===== src/rtl/scu_reg_pkg.sv =====
package scu_reg_pkg;

  localparam int ADDR_W = 8;
  localparam int DATA_W = 32;
  localparam int WIDX_W = ADDR_W - 2;

  typedef enum logic [2:0] {
    SEL_CTRL,
    SEL_CFG,
    SEL_INVAL,
    SEL_FILT,
    SEL_UNIMPL
  } reg_sel_e;

  localparam logic [WIDX_W-1:0] IDX_CTRL    = 6'h00;
  localparam logic [WIDX_W-1:0] IDX_CFG     = 6'h01;
  localparam logic [WIDX_W-1:0] IDX_INVAL   = 6'h03;
  localparam logic [WIDX_W-1:0] IDX_FILT_LO = 6'h10;
  localparam logic [WIDX_W-1:0] IDX_FILT_HI = 6'h11;

  // Word index to register selection; anything unlisted is unimplemented.
  function automatic reg_sel_e decode_word(logic [WIDX_W-1:0] idx);
    reg_sel_e s;
    case (idx)
      IDX_CTRL:    s = SEL_CTRL;
      IDX_CFG:     s = SEL_CFG;
      IDX_INVAL:   s = SEL_INVAL;
      IDX_FILT_LO: s = SEL_FILT;
      IDX_FILT_HI: s = SEL_FILT;
      default:     s = SEL_UNIMPL;
    endcase
    return s;
  endfunction

  // Presence mask at bit 4 upward, core count minus one below it.
  function automatic logic [DATA_W-1:0] cfg_word(int unsigned n);
    logic [DATA_W-1:0] mask;
    mask = (DATA_W'(1) << n) - DATA_W'(1);
    return (mask << 4) | DATA_W'(n - 1);
  endfunction

endpackage


===== src/rtl/scu_addr_decode.sv =====
module scu_addr_decode
  import scu_reg_pkg::*;
(
  input  logic [ADDR_W-1:0] addr,
  output reg_sel_e          sel,
  output logic              unimpl_hit
);
  logic unused_lsb;
  assign unused_lsb = ^addr[1:0];

  assign sel        = decode_word(addr[ADDR_W-1:2]);
  assign unimpl_hit = (sel == SEL_UNIMPL);
endmodule


===== src/rtl/scu_ctrl_reg.sv =====
module scu_ctrl_reg (
  input  logic clk,
  input  logic rst_n,
  input  logic wr_en,
  input  logic d,
  output logic q
);
  always_ff @(posedge clk) begin
    if (!rst_n)     q <= 1'b0;
    else if (wr_en) q <= d;
  end
endmodule


===== src/rtl/scu_read_port.sv =====
module scu_read_port
  import scu_reg_pkg::*;
#(
  parameter int NUM_CORES = 4
) (
  input  logic              clk,
  input  logic              rst_n,
  input  logic              rd,
  input  logic              wr,
  input  reg_sel_e          sel,
  input  logic              unimpl_hit,
  input  logic              ctrl_q,
  output logic [DATA_W-1:0] rdata,
  output logic              err
);
  localparam logic [DATA_W-1:0] CFG_VALUE = cfg_word(NUM_CORES);

  logic [DATA_W-1:0] rd_value;

  always_comb begin
    case (sel)
      SEL_CTRL: rd_value = {{(DATA_W-1){1'b0}}, ctrl_q};
      SEL_CFG:  rd_value = CFG_VALUE;
      default:  rd_value = '0;
    endcase
  end

  always_ff @(posedge clk) begin
    if (!rst_n) begin
      rdata <= '0;
      err   <= 1'b0;
    end else begin
      rdata <= rd ? rd_value : '0;
      err   <= (rd | wr) & unimpl_hit;
    end
  end
endmodule


===== src/rtl/scu_reg_block.sv =====
module scu_reg_block
  import scu_reg_pkg::*;
#(
  parameter int NUM_CORES = 4
) (
  input  logic              clk,
  input  logic              rst_n,
  input  logic [ADDR_W-1:0] bus_addr,
  input  logic              bus_rd,
  input  logic              bus_wr,
  input  logic [DATA_W-1:0] bus_wdata,
  output logic [DATA_W-1:0] bus_rdata,
  output logic              bus_err,
  output logic              snoop_en
);
  reg_sel_e sel;
  logic     unimpl_hit;
  logic     ctrl_wr_hit;
  logic     unused_wdata;

  assign unused_wdata = ^bus_wdata[DATA_W-1:1];

  scu_addr_decode u_decode (
    .addr       (bus_addr),
    .sel        (sel),
    .unimpl_hit (unimpl_hit)
  );

  assign ctrl_wr_hit = bus_wr && (sel == SEL_CTRL);

  scu_ctrl_reg u_ctrl (
    .clk   (clk),
    .rst_n (rst_n),
    .wr_en (ctrl_wr_hit),
    .d     (bus_wdata[0]),
    .q     (snoop_en)
  );

  scu_read_port #(.NUM_CORES(NUM_CORES)) u_read (
    .clk        (clk),
    .rst_n      (rst_n),
    .rd         (bus_rd),
    .wr         (bus_wr),
    .sel        (sel),
    .unimpl_hit (unimpl_hit),
    .ctrl_q     (snoop_en),
    .rdata      (bus_rdata),
    .err        (bus_err)
  );
endmodule


===== config.mk =====
export PLATFORM = sky130hd
export DESIGN_NAME = scu_reg_block
export DESIGN_NICKNAME = d
export VERILOG_FILES = /design/src/rtl/scu_reg_pkg.sv /design/src/rtl/scu_addr_decode.sv /design/src/rtl/scu_ctrl_reg.sv /design/src/rtl/scu_read_port.sv /design/src/rtl/scu_reg_block.sv
export SDC_FILE = /design/constraint.sdc
export NUM_CORES = 1
export LEC_CHECK = 0
export ABC_AREA = 1
export ABC_CLOCK_PERIOD_IN_PS = 1000
export BUFFER_PORTS_ARGS = -buffer_cell sky130_fd_sc_hd__buf_2
export CORE_AREA = 2 2 46 48
export CTS_BUF_LIST = sky130_fd_sc_hd__clkbuf_8
export CTS_CLUSTER_SIZE = 14
export DETAILED_ROUTE_END_ITERATION = 12
export DIE_AREA = 0 0 48 50
export PLACE_DENSITY = 0.76
export SLEW_MARGIN = 10
export SYNTH_ARGS = -nofsm -noshare
export SYNTH_HDL_FRONTEND = slang
export SYNTH_HIERARCHICAL = 1
export SYNTH_SLANG_ARGS = --single-unit

===== constraint.sdc =====
create_clock -name clk -period 1 [get_ports clk]
set_clock_uncertainty 0.1 [all_clocks]
set_input_delay 0.1 -clock clk [delete_from_list [all_inputs] [get_ports clk]]
set_output_delay 0.1 -clock clk [all_outputs]
set_load 0.01 [all_outputs]

Yosys cells after proc, flatten, opt, wreduce, memory -nomap -nowiden
Cells that the tools add are included.
Word-level totals
  output and inout bits: 34
  register bits: 34
  word-level logic and storage cells: 18
  input bits: 44
Cells by class
  mux-type cells: 2
  reductions and logical operators: 5
  bitwise gates (word level): 2
  equal/unequal tests: 6
Operator list (count)
  8-bit one-hot mux with 2 select lines: 1
  6-bit by 5-bit == test with 1-bit output, second input constant: 2
  3-bit one-hot mux with 4 select lines: 1
  6-bit by 1-bit == test with 1-bit output, second input constant: 1
  6-bit by 2-bit == test with 1-bit output, second input constant: 1
  6-bit logical NOT: 1
  3-bit by 1-bit == test with 1-bit output, second input constant: 1
  3-bit == test, second input constant: 1
  3-bit logical NOT: 1
  2-bit AND reduction: 1
  2-bit OR reduction: 1
  1-bit AND: 1
  1-bit logical AND: 1
  1-bit OR: 1

Logic depth before layout (Yosys ltp)
Gate-level depths: netlist of run 1.
  depth after elaboration: 5
  depth in mapped cells: 12
  depth with buffers taken out: 11

Hierarchy
Netlist of run 1, hierarchy kept.
By module, submodules not included
  scu_read_port: cells an instance 45, area an instance 330.3 µm², instances 1, seq. area each 60.1 µm²
  scu_addr_decode: cells an instance 15, area an instance 67.6 µm², instances 1, seq. area each 0.0 µm²
  scu_ctrl_reg: cells an instance 6, area an instance 41.3 µm², instances 1, seq. area each 20.0 µm²
  scu_reg_block: cells an instance 6, area an instance 22.5 µm², instances 1, seq. area each 0.0 µm²

Least setup slack after synthesis of run 1
Ideal clock, no wire load.
  path type: input port to flip-flop
  start point: input bus_addr[5]
  end point: register u_ctrl.q
  stages: 11
  path buffers: 1
  required time: 786 ps
  slack: -87 ps
  arrival time: 873 ps
  cell sequence: nor2_2 > nand3_1 > nand2_1 > inv_1 > buf_4 > inv_1 > nand2_1 > nor2_1 > nand2_1 > nand2_1 > nor2_2
On the way
  longest elaborated chain between the ends: 5
RTL lines
  start, declared: RTL line scu_reg_block.sv:8  | input logic [ADDR_W-1:0] bus_addr,
  6-bit by 5-bit == test with 1-bit output: RTL line scu_reg_pkg.sv:24  | case (idx)
  2-bit OR reduction (no source line)
  3-bit one-hot mux with 4 select lines (*): RTL line scu_reg_pkg.sv:24
  net sel[2]: RTL line scu_reg_block.sv:16  | reg_sel_e sel;
  3-bit logical NOT (*): RTL line scu_reg_block.sv:29  | assign ctrl_wr_hit = bus_wr && (sel == SEL_CTRL);
  1-bit logical AND (*): RTL line scu_reg_block.sv:29
  net ctrl_wr_hit: RTL line scu_reg_block.sv:18  | logic ctrl_wr_hit;
  end signal, assigned: RTL line scu_ctrl_reg.sv:9  | if (!rst_n) q <= 1'b0;
  end signal, assigned: RTL line scu_ctrl_reg.sv:10  | else if (wr_en) q <= d;
  end, declared: RTL line scu_ctrl_reg.sv:6  | output logic q
Mark *: on every way through the listed nets, which the timed path passes. The rest lies on a longest branch.
A chain may end at the register's enable or synchronous reset.

==> results summary, run 1 <==
The largest buffer count on any clock path came out at 2. The starting density of the core came out at 0.243. The post-placement cell count came out at 114.

The share of post-route cells with drive strength above 1 came out at 0.333. The largest net degree at the start of global routing is 6. The buffer and inverter count on the worst path came out at 1. The sum of net half-perimeters after detailed placement is 559 µm. Walking the worst path, the cells encountered are buf_2. From bottom edge to top edge, the die measures 50 µm. Yosys attributes the largest share of cell area to buf_4 50%, dfxtp_1 17%, nor2_1 8.9%, inv_1 8.1%, nand2_1 8.1%. The portion of total power attributed to the clock network came out at 0.542. Clock-pin slew was measured on the worst setup and hold paths at 30 ps. The worst path required time came out at 800 ps. The share of total power consumed by net switching came out at 0.255. The peak supply drop came out at 558 µV. The total area inside the core boundary comes to 0.00190 mm².

In this run the number of H-tree levels came out at 1. Across the run, the number of max-cap violations was 0. The number of antenna violations at the first check in global routing came to 0. The worst hold slack across all endpoints came out at 37.5 ps. The number of synthesized register bits came out at 4. The power density of the placed cells is 1150 mW/mm².

The run finished with clean final reports. The number of global-route vias before repair is 243. The routability congestion estimate from global placement came out at 0.655. In this run the cell area of the synthesized design comes to 462 µm². The top achievable clock speed came out at 1090 MHz.

The kind of cell adding the most delay to the critical path is flip-flops. The net switching power came out at 0.155 mW. buf_4 takes more of the synthesized area than any other cell. The count of TritonRoute iterations in the first routing pass is 3. The element type at the critical path start is a flip-flop. For this run, the number of Yosys warnings is 6.

The initial detailed-routing violation count came out at 1. The final route contains 351 vias. The average instance area after synthesis came out at 6.41 µm². The number of top-level design ports came out at 78.

The post-CTS setup buffer count came out at 0. Counting every instance in the synthesized netlist gives 72. The total grt overflow came out at 0.

The shortest period the worst path allows came out at 920 ps. On the critical path, the stage with the largest delay is an instance of dfxtp_1. The post-detailed-route DRC marker count is 0. The final layout contains routed wiring with a total length of 599 µm. The data arrival time of the critical path is 720 ps. The count of distinct cell types in the synthesized netlist is 9.

The critical path is of the reg2out type. The total count of max-transition violations in the final report came out at 0. The source-to-sink clock delay at the later pin of the worst-skew pair came out at 210 ps. Setup repair after global routing left no endpoint under its margin.

The area overhead of the layout relative to synthesis came out at 14.4%. The remaining antenna violation count came out at 0. The combined global-route utilization of all metal layers came out at 0.0494. The number of setup violations in the final report came out at 0. Using the TritonRoute via totals, the vias-per-cell ratio works out to 3.00. The reported leakage power is 0.341 nW.

TritonCTS built the clock tree. After the flow finishes, the layout carries non-filler instances totaling 117. The type of element capturing the critical path is a primary output. Of the total power, combinational logic draws 0.185. In this run, CTS created clock tree buffers numbering 3. The filler cells instantiated in the layout total 222. Gates resized during post-CTS repair numbered 0.

The net count reported at finish is 136. The number of placement rows came out at 16. On the worst path, the slowest cell contributes a delay of 360 ps. The post-route clock period utilization is 0.920. For the final routed database, the setup TNS stands at 0 ps.

The tightest min-delay check is of the in2reg type. The die width is 48 µm. During placement, the flow inserted port buffers numbering 18.

The post-route core utilization came out at 0.278. The count of inserted antenna diode cells is 0. The die outline area is 0.00240 mm².

The tree is rooted in a clkbuf_8. Dividing the detail-routed wire length by the instance count gives 5.12 µm. The internal power of the cells came out at 0.454 mW. The hold violation total from the final report was 0. The share of power burned in registers is 0.273. The number of hold-repair buffers added at the cts stage is 0. The biggest fanout along the worst timing path came out at 5.

The TritonCTS sink count is 4. The first-pass GRT wire length came out at 807 µm. The share of synthesized area in the top cell type comes to 0.504. The sequential fraction of the synthesis area is 0.173.
==> registers in the layout, indices dropped and copies added (netlist names) <==
signal / flops
u_ctrl/q: 1
u_read/err: 1
u_read/rdata: 2
==> per-layer routing <==
metal | track usage | wire [µm]
met4 | 0.0270 | 0
met5 | 0 | 0
met3 | 0.0403 | 95
met2 | 0.0800 | 292
met1 | 0.0395 | 210
==> per-stage QoR <==
stage	cell area [µm²]	worst slack (ps)	power [mW]
global placement	487	-111	0.280
detailed placement	487	-109	0.280
finish	528	79.9	0.609
floorplan	577	-32.6	0.321
global route	528	13.9	0.648
CTS	528	68.6	0.620
==> power by group through the flow <==
stage,clock (mW),sequential (mW),combinational [mW]
floorplan,0,0.171,0.150
global placement,0,0.168,0.111
detailed placement,0,0.168,0.112
CTS,0.342,0.166,0.112
global route,0.351,0.167,0.130
finish,0.330,0.166,0.113
==> area by class of cell <==
type / count / area [µm²] / area share
Inverter: 10 / 37.5 / 0.0711
Tap cell: 27 / 33.8 / 0.0640
Sequential cell: 4 / 80.1 / 0.152
Clock buffer: 3 / 41.3 / 0.0782
Timing Repair Buffer: 21 / 113 / 0.213
Multi-Input combinational cell: 52 / 223 / 0.422
==> Yosys cell counts <==
| library cell | number |
|---|---|
| buf_4 | 31 |
| conb_1 | 1 |
| dfxtp_1 | 4 |
| inv_1 | 10 |
| nand2_1 | 10 |
| nand3_1 | 2 |
| nand4_1 | 1 |
| nor2_1 | 11 |
| nor2_2 | 2 |
==> layout by cell type (no fill, tap or decap) <==
master,synthesis,routed
inv_1,10,9
buf_4,31,3
nor2_1,11,10
nand3_2,0,2
clkbuf_8,0,3
buf_2,0,18
dfxtp_1,4,4
conb_1,1,26
nor2_2,2,2
nor2_4,0,1
nand4_1,1,1
inv_2,0,1
nand2_1,10,10
==> path summary, 6_finish.rpt <==
| path | startpoint | end | slack (ps) | cells past startpoint |
|---|---|---|---|---|
| max | u_read/rdata[6] | bus_rdata[7] | 80 | 1 |
| min | bus_rd | u_read/err | 40 | 3 |
| max reg2reg | u_ctrl/q | u_ctrl/q | 310 | 2 |
| min reg2reg | u_ctrl/q | u_read/rdata[0] | 390 | 2 |
==> tightest hold or removal path: stages <==
cell and delay [ps]:
buf_2 90, nor2_1 30, nor2_1 80
==> logic make-up after synthesis <==
family / after synthesis / synth area share
and+or+nand+nor: 26 / 0.233
DFF: 4 / 0.173
buffers and inverters: 41 / 0.585
other: 1 / 0.00812
No activity file was read; power rests on OpenSTA's default activity.
==> inputs of run 2 (changes only) <==
--- a/config.mk
+++ b/config.mk
@@ -6,14 +6,14 @@
 export NUM_CORES = 1
 export LEC_CHECK = 0
 export ABC_AREA = 1
-export ABC_CLOCK_PERIOD_IN_PS = 1000
+export ABC_CLOCK_PERIOD_IN_PS = 900
 export BUFFER_PORTS_ARGS = -buffer_cell sky130_fd_sc_hd__buf_2
-export CORE_AREA = 2 2 46 48
+export CORE_AREA = 2 2 44 46
 export CTS_BUF_LIST = sky130_fd_sc_hd__clkbuf_8
 export CTS_CLUSTER_SIZE = 14
 export DETAILED_ROUTE_END_ITERATION = 12
-export DIE_AREA = 0 0 48 50
-export PLACE_DENSITY = 0.76
+export DIE_AREA = 0 0 46 48
+export PLACE_DENSITY = 0.79
 export SLEW_MARGIN = 10
 export SYNTH_ARGS = -nofsm -noshare
 export SYNTH_HDL_FRONTEND = slang
==> constraint.sdc (replaced) <==
create_clock -name clk -period 0.9 [get_ports clk]
set_clock_uncertainty 0.1 [all_clocks]
set_input_delay 0.09 -clock clk [delete_from_list [all_inputs] [get_ports clk]]
set_output_delay 0.09 -clock clk [all_outputs]
set_load 0.01 [all_outputs]
==> results summary, run 2 (synthesis gave the netlist of run 1 again) <==
The multi-input logic area came out at 238 µm². The post-route core utilization came out at 0.327. Clock tree synthesis selected as its root buffer the cell clkbuf_8. The number of global-route vias before repair came out at 251. The peak supply drop is 532 µV. Counting flops per register, the top entry is u_read/rdata. In the layout the commonest cells are 26 x conb_1, 14 x buf_2, 8 x inv_1, 8 x nand2_1, 8 x nor2_1.

The source-to-sink clock delay at the later pin of the worst-skew pair is 210 ps. In the global route stage, overall resource usage came out at 0.0628. The hold violation total from the final report is 0. The post-route clock period utilization came out at 0.985. STA classifies the critical path endpoint as a primary output. Across the whole layout, storage elements account for 83.8 µm².

The hold path startpoint is bus_rd. The share of post-route cells with drive strength above 1 came out at 0.393. The first global-routing pass estimated 897 µm of wire. The number of antenna violations at the first check in global routing is 0. The worst setup path is launched from a flip-flop. The critical path ends at bus_rdata[5]. The delay of the slowest critical-path stage is 350 ps. The number of CTS-inserted buffers came out at 3. The signal on the critical path passes through buf_2. The reported leakage power is 0.340 nW. The worst hold slack across all endpoints is 11.0 ps. The floorplan step set the die width to 46 µm. Clock-pin slew was measured on the worst setup and hold paths at 30 ps. Setup repair after global routing could not meet its margin everywhere.

The count of buffers inserted at the top-level ports came out at 18. The clock passes through at most 2 buffers. The worst path required time came out at 710 ps. The post-detailed-route DRC marker count came out at 0. The count of TritonRoute iterations in the first routing pass is 4. The startpoint-to-endpoint class of the critical path is reg2out.

The number of hold-repair buffers added at the cts stage came out at 0. In the final layout, the registers with the most flip-flops are u_read/rdata: 2 flops, u_ctrl/q: 1 flops, u_read/err: 1 flops. The area overhead of the layout relative to synthesis came out at 19.5%. The number of cells on the worst reg-to-reg path came out at 2. The per-cell routed wire length came out at 6.62 µm. The flow ran to the end, and the final reports show no timing, DRC or antenna violations.

The number of placement rows came out at 15. The count of inserted antenna diode cells came out at 0. In the routed layout, each cell is associated on average with a via count of 3.60. The net count reported at finish is 135. The max-cap violation count is 0. The number of setup violations in the final report is 0. The power density of the placed cells is 1240 mW/mm². The largest individual stage delay along the critical path comes from the cell dfxtp_4. In this run the critical register-to-register path is captured at u_ctrl/q.

In this run the critical register-to-register path is launched from u_ctrl/q. The number of top-level design ports came out at 78. The library cell used most frequently in the layout, excluding fill and tap cells, is conb_1.

The starting density of the core came out at 0.273. The path class of the tightest hold or removal check is in2reg. The sum of net half-perimeters after detailed placement is 617 µm. The biggest fanout along the worst timing path came out at 5.

The register-to-register path setup slack is 190 ps. The detail route stage leaves a number of antenna-violating nets equal to 0. Together, buffers and inverters on the worst path number 1. The worst hold path passes through 3 cells. The routed via count is 382. After global routing the overflow that remains totals 0. The routability congestion estimate from global placement came out at 0.673. The overall die height came out at 48 µm. The shortest period the worst path allows is 887 ps. The number of H-tree levels came out at 1. The routed wire length came out at 702 µm. The flip-flop count of the largest register after layout is 2. The kind of cell adding the most delay to the critical path is flip-flops. The largest net degree at the start of global routing came out at 6.

The initial detailed-routing violation count is 5. The filler cell count came out at 187. The top achievable clock speed is 1130 MHz. Tracing the worst setup path back leads to its startpoint at u_read/rdata[6].

The number of cells on the critical path came out at 1. The CTS tree is done. After floorplanning, the core was sized to cover 0.00169 mm².

The tree built by TritonCTS fans out to 4 sinks. The post-CTS setup buffer count is 0. The total count of max-transition violations in the final report came out at 0.

The data arrival time of the critical path is 700 ps. The die outline area came out at 0.00221 mm².
run 2: routing by layer:
layer  track usage  vias to the layer above  part of all wire  routed length, µm
met5             0                        -                 0                  0
met4        0.0514                        0                 0                  0
met3        0.0340                        0              0.13                 89
met2         0.108                       32              0.57                397
met1        0.0533                      163              0.31                216
li1              -                      187                 -                  -
run 2: repair_timing:
| action | CTS | global route |
|---|---|---|
| pin swaps | 0 | 6 |
| gates resized for setup | 1 | 11 |
| endpoints found under the setup margin | 5 | 6 |
run 2: report_power, final:
group / switching [mW] / total, mW / internal (mW)
combinational: 0.0933 / 0.136 / 0.0427
sequential: 0.00151 / 0.182 / 0.180
clock: 0.0816 / 0.366 / 0.284
run 2: cell type report:
class	instances	area share
multi-input cells	52	0.431
repair buffers	20	0.236
flip-flops and latches	4	0.152
clock buffers	3	0.0748
inverters	10	0.0680
well taps	17	0.0385
run 2: worst min path at each step:
stage | to | slack, ps
2_1_floorplan | u_read/err | 110
3_3_place_gp | u_read/err | 230
3_5_place_dp | u_read/err | 230
4_1_cts | u_read/err | 9
5_1_grt | u_read/err | 20
6_report | u_read/err | 10
run 2: stage by stage:
stage	instance area, µm²	power (mW)	TNS [ps]	std cells	setup slack (ps)
global placement	467	0.308	-568	103	-204
floorplan	577	0.357	-123	97	-123
finish	552	0.684	0	106	13.2
CTS	509	0.689	0	106	2.35
detailed placement	467	0.311	-638	103	-221
global route	552	0.736	-174	106	-63.5
==> inputs of run 3 (changes only) <==
--- a/config.mk
+++ b/config.mk
@@ -13,9 +13,8 @@
 export CTS_CLUSTER_SIZE = 14
 export DETAILED_ROUTE_END_ITERATION = 12
 export DIE_AREA = 0 0 46 48
-export PLACE_DENSITY = 0.79
+export PLACE_DENSITY = 0.76
 export SLEW_MARGIN = 10
 export SYNTH_ARGS = -nofsm -noshare
 export SYNTH_HDL_FRONTEND = slang
-export SYNTH_HIERARCHICAL = 1
 export SYNTH_SLANG_ARGS = --single-unit
==> results summary, run 3 <==
The synthesized design contains 0 enable-type register cells. The sequential fraction of the synthesis area came out at 0.190. The placement-stage cell area came out at 400 µm².

The repair_antennas step left the layout with diodes totalling 0. Together, buffers and inverters on the worst path number 1. The average instance area after synthesis is 7.38 µm². In the layout the commonest cells are 26 x conb_1, 18 x buf_2, 7 x nor2_1, 4 x inv_1, 3 x clkbuf_8. The die width is 46 µm.

The routed wire length came out at 631 µm. The combined global-route utilization of all metal layers is 0.0738. The tree is rooted in a clkbuf_8. The number of top-level design ports is 78.

The number of placement rows came out at 15. The sum of negative setup slack came out at 0 ps. The share of post-route cells with drive strength above 1 is 0.370.

The area of the core region is 0.00169 mm². Across the VDD grid, the largest voltage drop is 466 µV. Setup repair after global routing could not meet its margin everywhere. The dominant synthesized flop cell is dfxtp_1. In the post-synthesis netlist, the cell with the most instances is buf_4. The library cell used most frequently in the layout, excluding fill and tap cells, is conb_1. The number of setup violations in the final report came out at 0. The largest buffer count on any clock path came out at 2. The area overhead of the layout relative to synthesis is 5.65%.

The number of instances in the synthesized netlist is 57. The biggest fanout along the worst timing path came out at 5. The reported leakage power is 0.280 nW. CTS built an H-tree with a depth of 1.

The area share of the largest cell type after synthesis came out at 0.536. At the end of routability-driven placement, the weighted congestion stood at 0.704. The worst hold path belongs to the class in2reg. Entering global routing, the biggest net connects 6 pins. The post-synthesis cell area is 420 µm². The CTS tree is done. Max-cap violations in this run came to 0. The number of synthesized register bits came out at 4. The type of element capturing the critical path is a primary output.

The filler cell count is 195. The number of antenna violations at the first check in global routing is 0. In this run, CTS created clock tree buffers numbering 3. The total count of max-transition violations in the final report came out at 0. The shortest period the worst path allows is 870 ps. In the final layout, the registers with the most flip-flops are u_read.rdata: 2 flops, u_ctrl.q: 1 flops, u_read.err: 1 flops.

Of the available clock period, the critical path in the final layout requires 0.966. The TritonCTS sink count came out at 4. The die outline area is 0.00221 mm². The post-CTS clock slew at the launch and capture registers of the worst setup and hold paths came out at 30 ps.

Of all cell types, the one taking the most synthesized area is buf_4. After synthesis, the cell types taking the most area are buf_4 54%, dfxtp_1 19%, nor2_1 6.3%, inv_1 3.6%, nor2_4 2.7%. The top achievable clock speed came out at 1150 MHz. The worst path required time came out at 710 ps.

The initial detailed-routing violation count came out at 3. The number of hold buffers added after CTS was 0. The floorplan step set the die height to 48 µm.

The count of buffers inserted at the top-level ports is 18. u_read.rdata holds more flip-flops than any other register. The kind of cell adding the most delay to the critical path is flip-flops. The source-to-sink clock delay at the later pin of the worst-skew pair is 210 ps.

For this run, asynchronously set or reset flops after synthesis account for 0. The warning count from the yosys run came out at 0. The setup path with the least slack is of type reg2out. The routed via count came out at 309.

The number of cells on the worst reg-to-reg path came out at 2. The net count reported at finish is 119. The first-pass GRT wire length is 1050 µm.

The signal on the critical path passes through buf_2. STA puts the critical path data arrival time at 680 ps. The synthesized netlist contains 15 unique library cells.

The flip-flop count of the largest register after layout came out at 2. The largest individual stage delay along the critical path comes from the cell dfxtp_2. The delay of the slowest critical-path stage came out at 340 ps. The run finished with clean final reports. STA classifies the critical path startpoint as a flip-flop.

The hold violation total from the final report came to 0. In the synthesized netlist, the cells that appear most often are 30 x buf_4, 7 x nor2_1, 4 x dfxtp_1, 4 x inv_1, 2 x a21oi_1. The sum of net half-perimeters after detailed placement came out at 551 µm. After routing the design area is 444 µm². The post-detailed-route DRC marker count came out at 0. The number of global-route vias before repair came out at 273. The count of TritonRoute iterations in the first routing pass came out at 2. After global routing the overflow that remains totals 0. The starting density of the core is 0.249. The cell count of the worst hold path came out at 3.

Power spread over the standard cell area amounts to 1490 mW/mm². The routed via count divided by cell count came out at 3.43. In the final routed layout, each cell accounts on average for 7.01 µm.

Hold is met by 22.4 ps. The detail route stage leaves a number of antenna-violating nets equal to 0. The number of cells on the critical path is 1.
## run 3: cell count changes in the layout (fill, tap and decap cells not counted), sizes merged
cell	before	now
buf	20	18
nor2	13	9
nand2	10	2
a21oi	0	2
nor3	0	1
a21o	0	1
inv	10	4
o21ai	0	1
nand4	1	0
## run 3: per-layer routing
metal,up-vias,global-route usage,wire (µm)
li1,149,-,-
met1,129,0.0604,227
met5,-,0,0
met2,31,0.119,301
met3,0,0.0453,101
met4,0,0.0743,0
## run 3: report_power, final
| part | switching, mW | leakage, nW | internal (mW) |
|---|---|---|---|
| combinational | 0.0805 | 0.224 | 0.0281 |
| sequential | 0.00137 | 0.0336 | 0.183 |
| clock | 0.0834 | 0.0216 | 0.284 |
## run 3: per-stage QoR
stage | setup WS, ps | power, mW | cells | utilization
after floorplan | 158 | 0.341 | 82 | -
after global placement | 11.8 | 0.291 | 87 | 0.237
after detailed placement | -0.697 | 0.293 | 87 | 0.237
after CTS | 18.0 | 0.678 | 90 | 0.263
after global routing | -16.5 | 0.714 | 90 | 0.263
final | 30.3 | 0.660 | 90 | 0.263
## run 3: worst paths after layout
kind	startpoint	to	slack [ps]
setup / recovery	u_read.rdata[6]	bus_rdata[7]	30
hold reg to reg	u_ctrl.q	u_read.rdata[0]	390
hold / removal	rst_n	u_ctrl.q	20
setup reg to reg	u_ctrl.q	u_ctrl.q	210
## run 3: logic make-up after synthesis
group                  synth area share
flip-flops                        0.190
AND/OR/NAND/NOR                   0.176
other                           0.00892
AO/OA/AOI/OAI                    0.0536
buffers and inverters             0.571
## run 3: area by class of cell
cell class	count	area, µm²	area share
clock buffers	3	41.3	0.0930
repair buffers	18	90.1	0.203
well taps	17	21.3	0.0479
inverters	4	15.0	0.0338
flip-flops and latches	4	82.6	0.186
multi-input cells	44	194	0.437
## run 3: what timing repair did
item | in CTS | in global routing
setup endpoints to repair | 6 | 5
buffers inserted | 0 | 0
resized for setup | 2 | 0
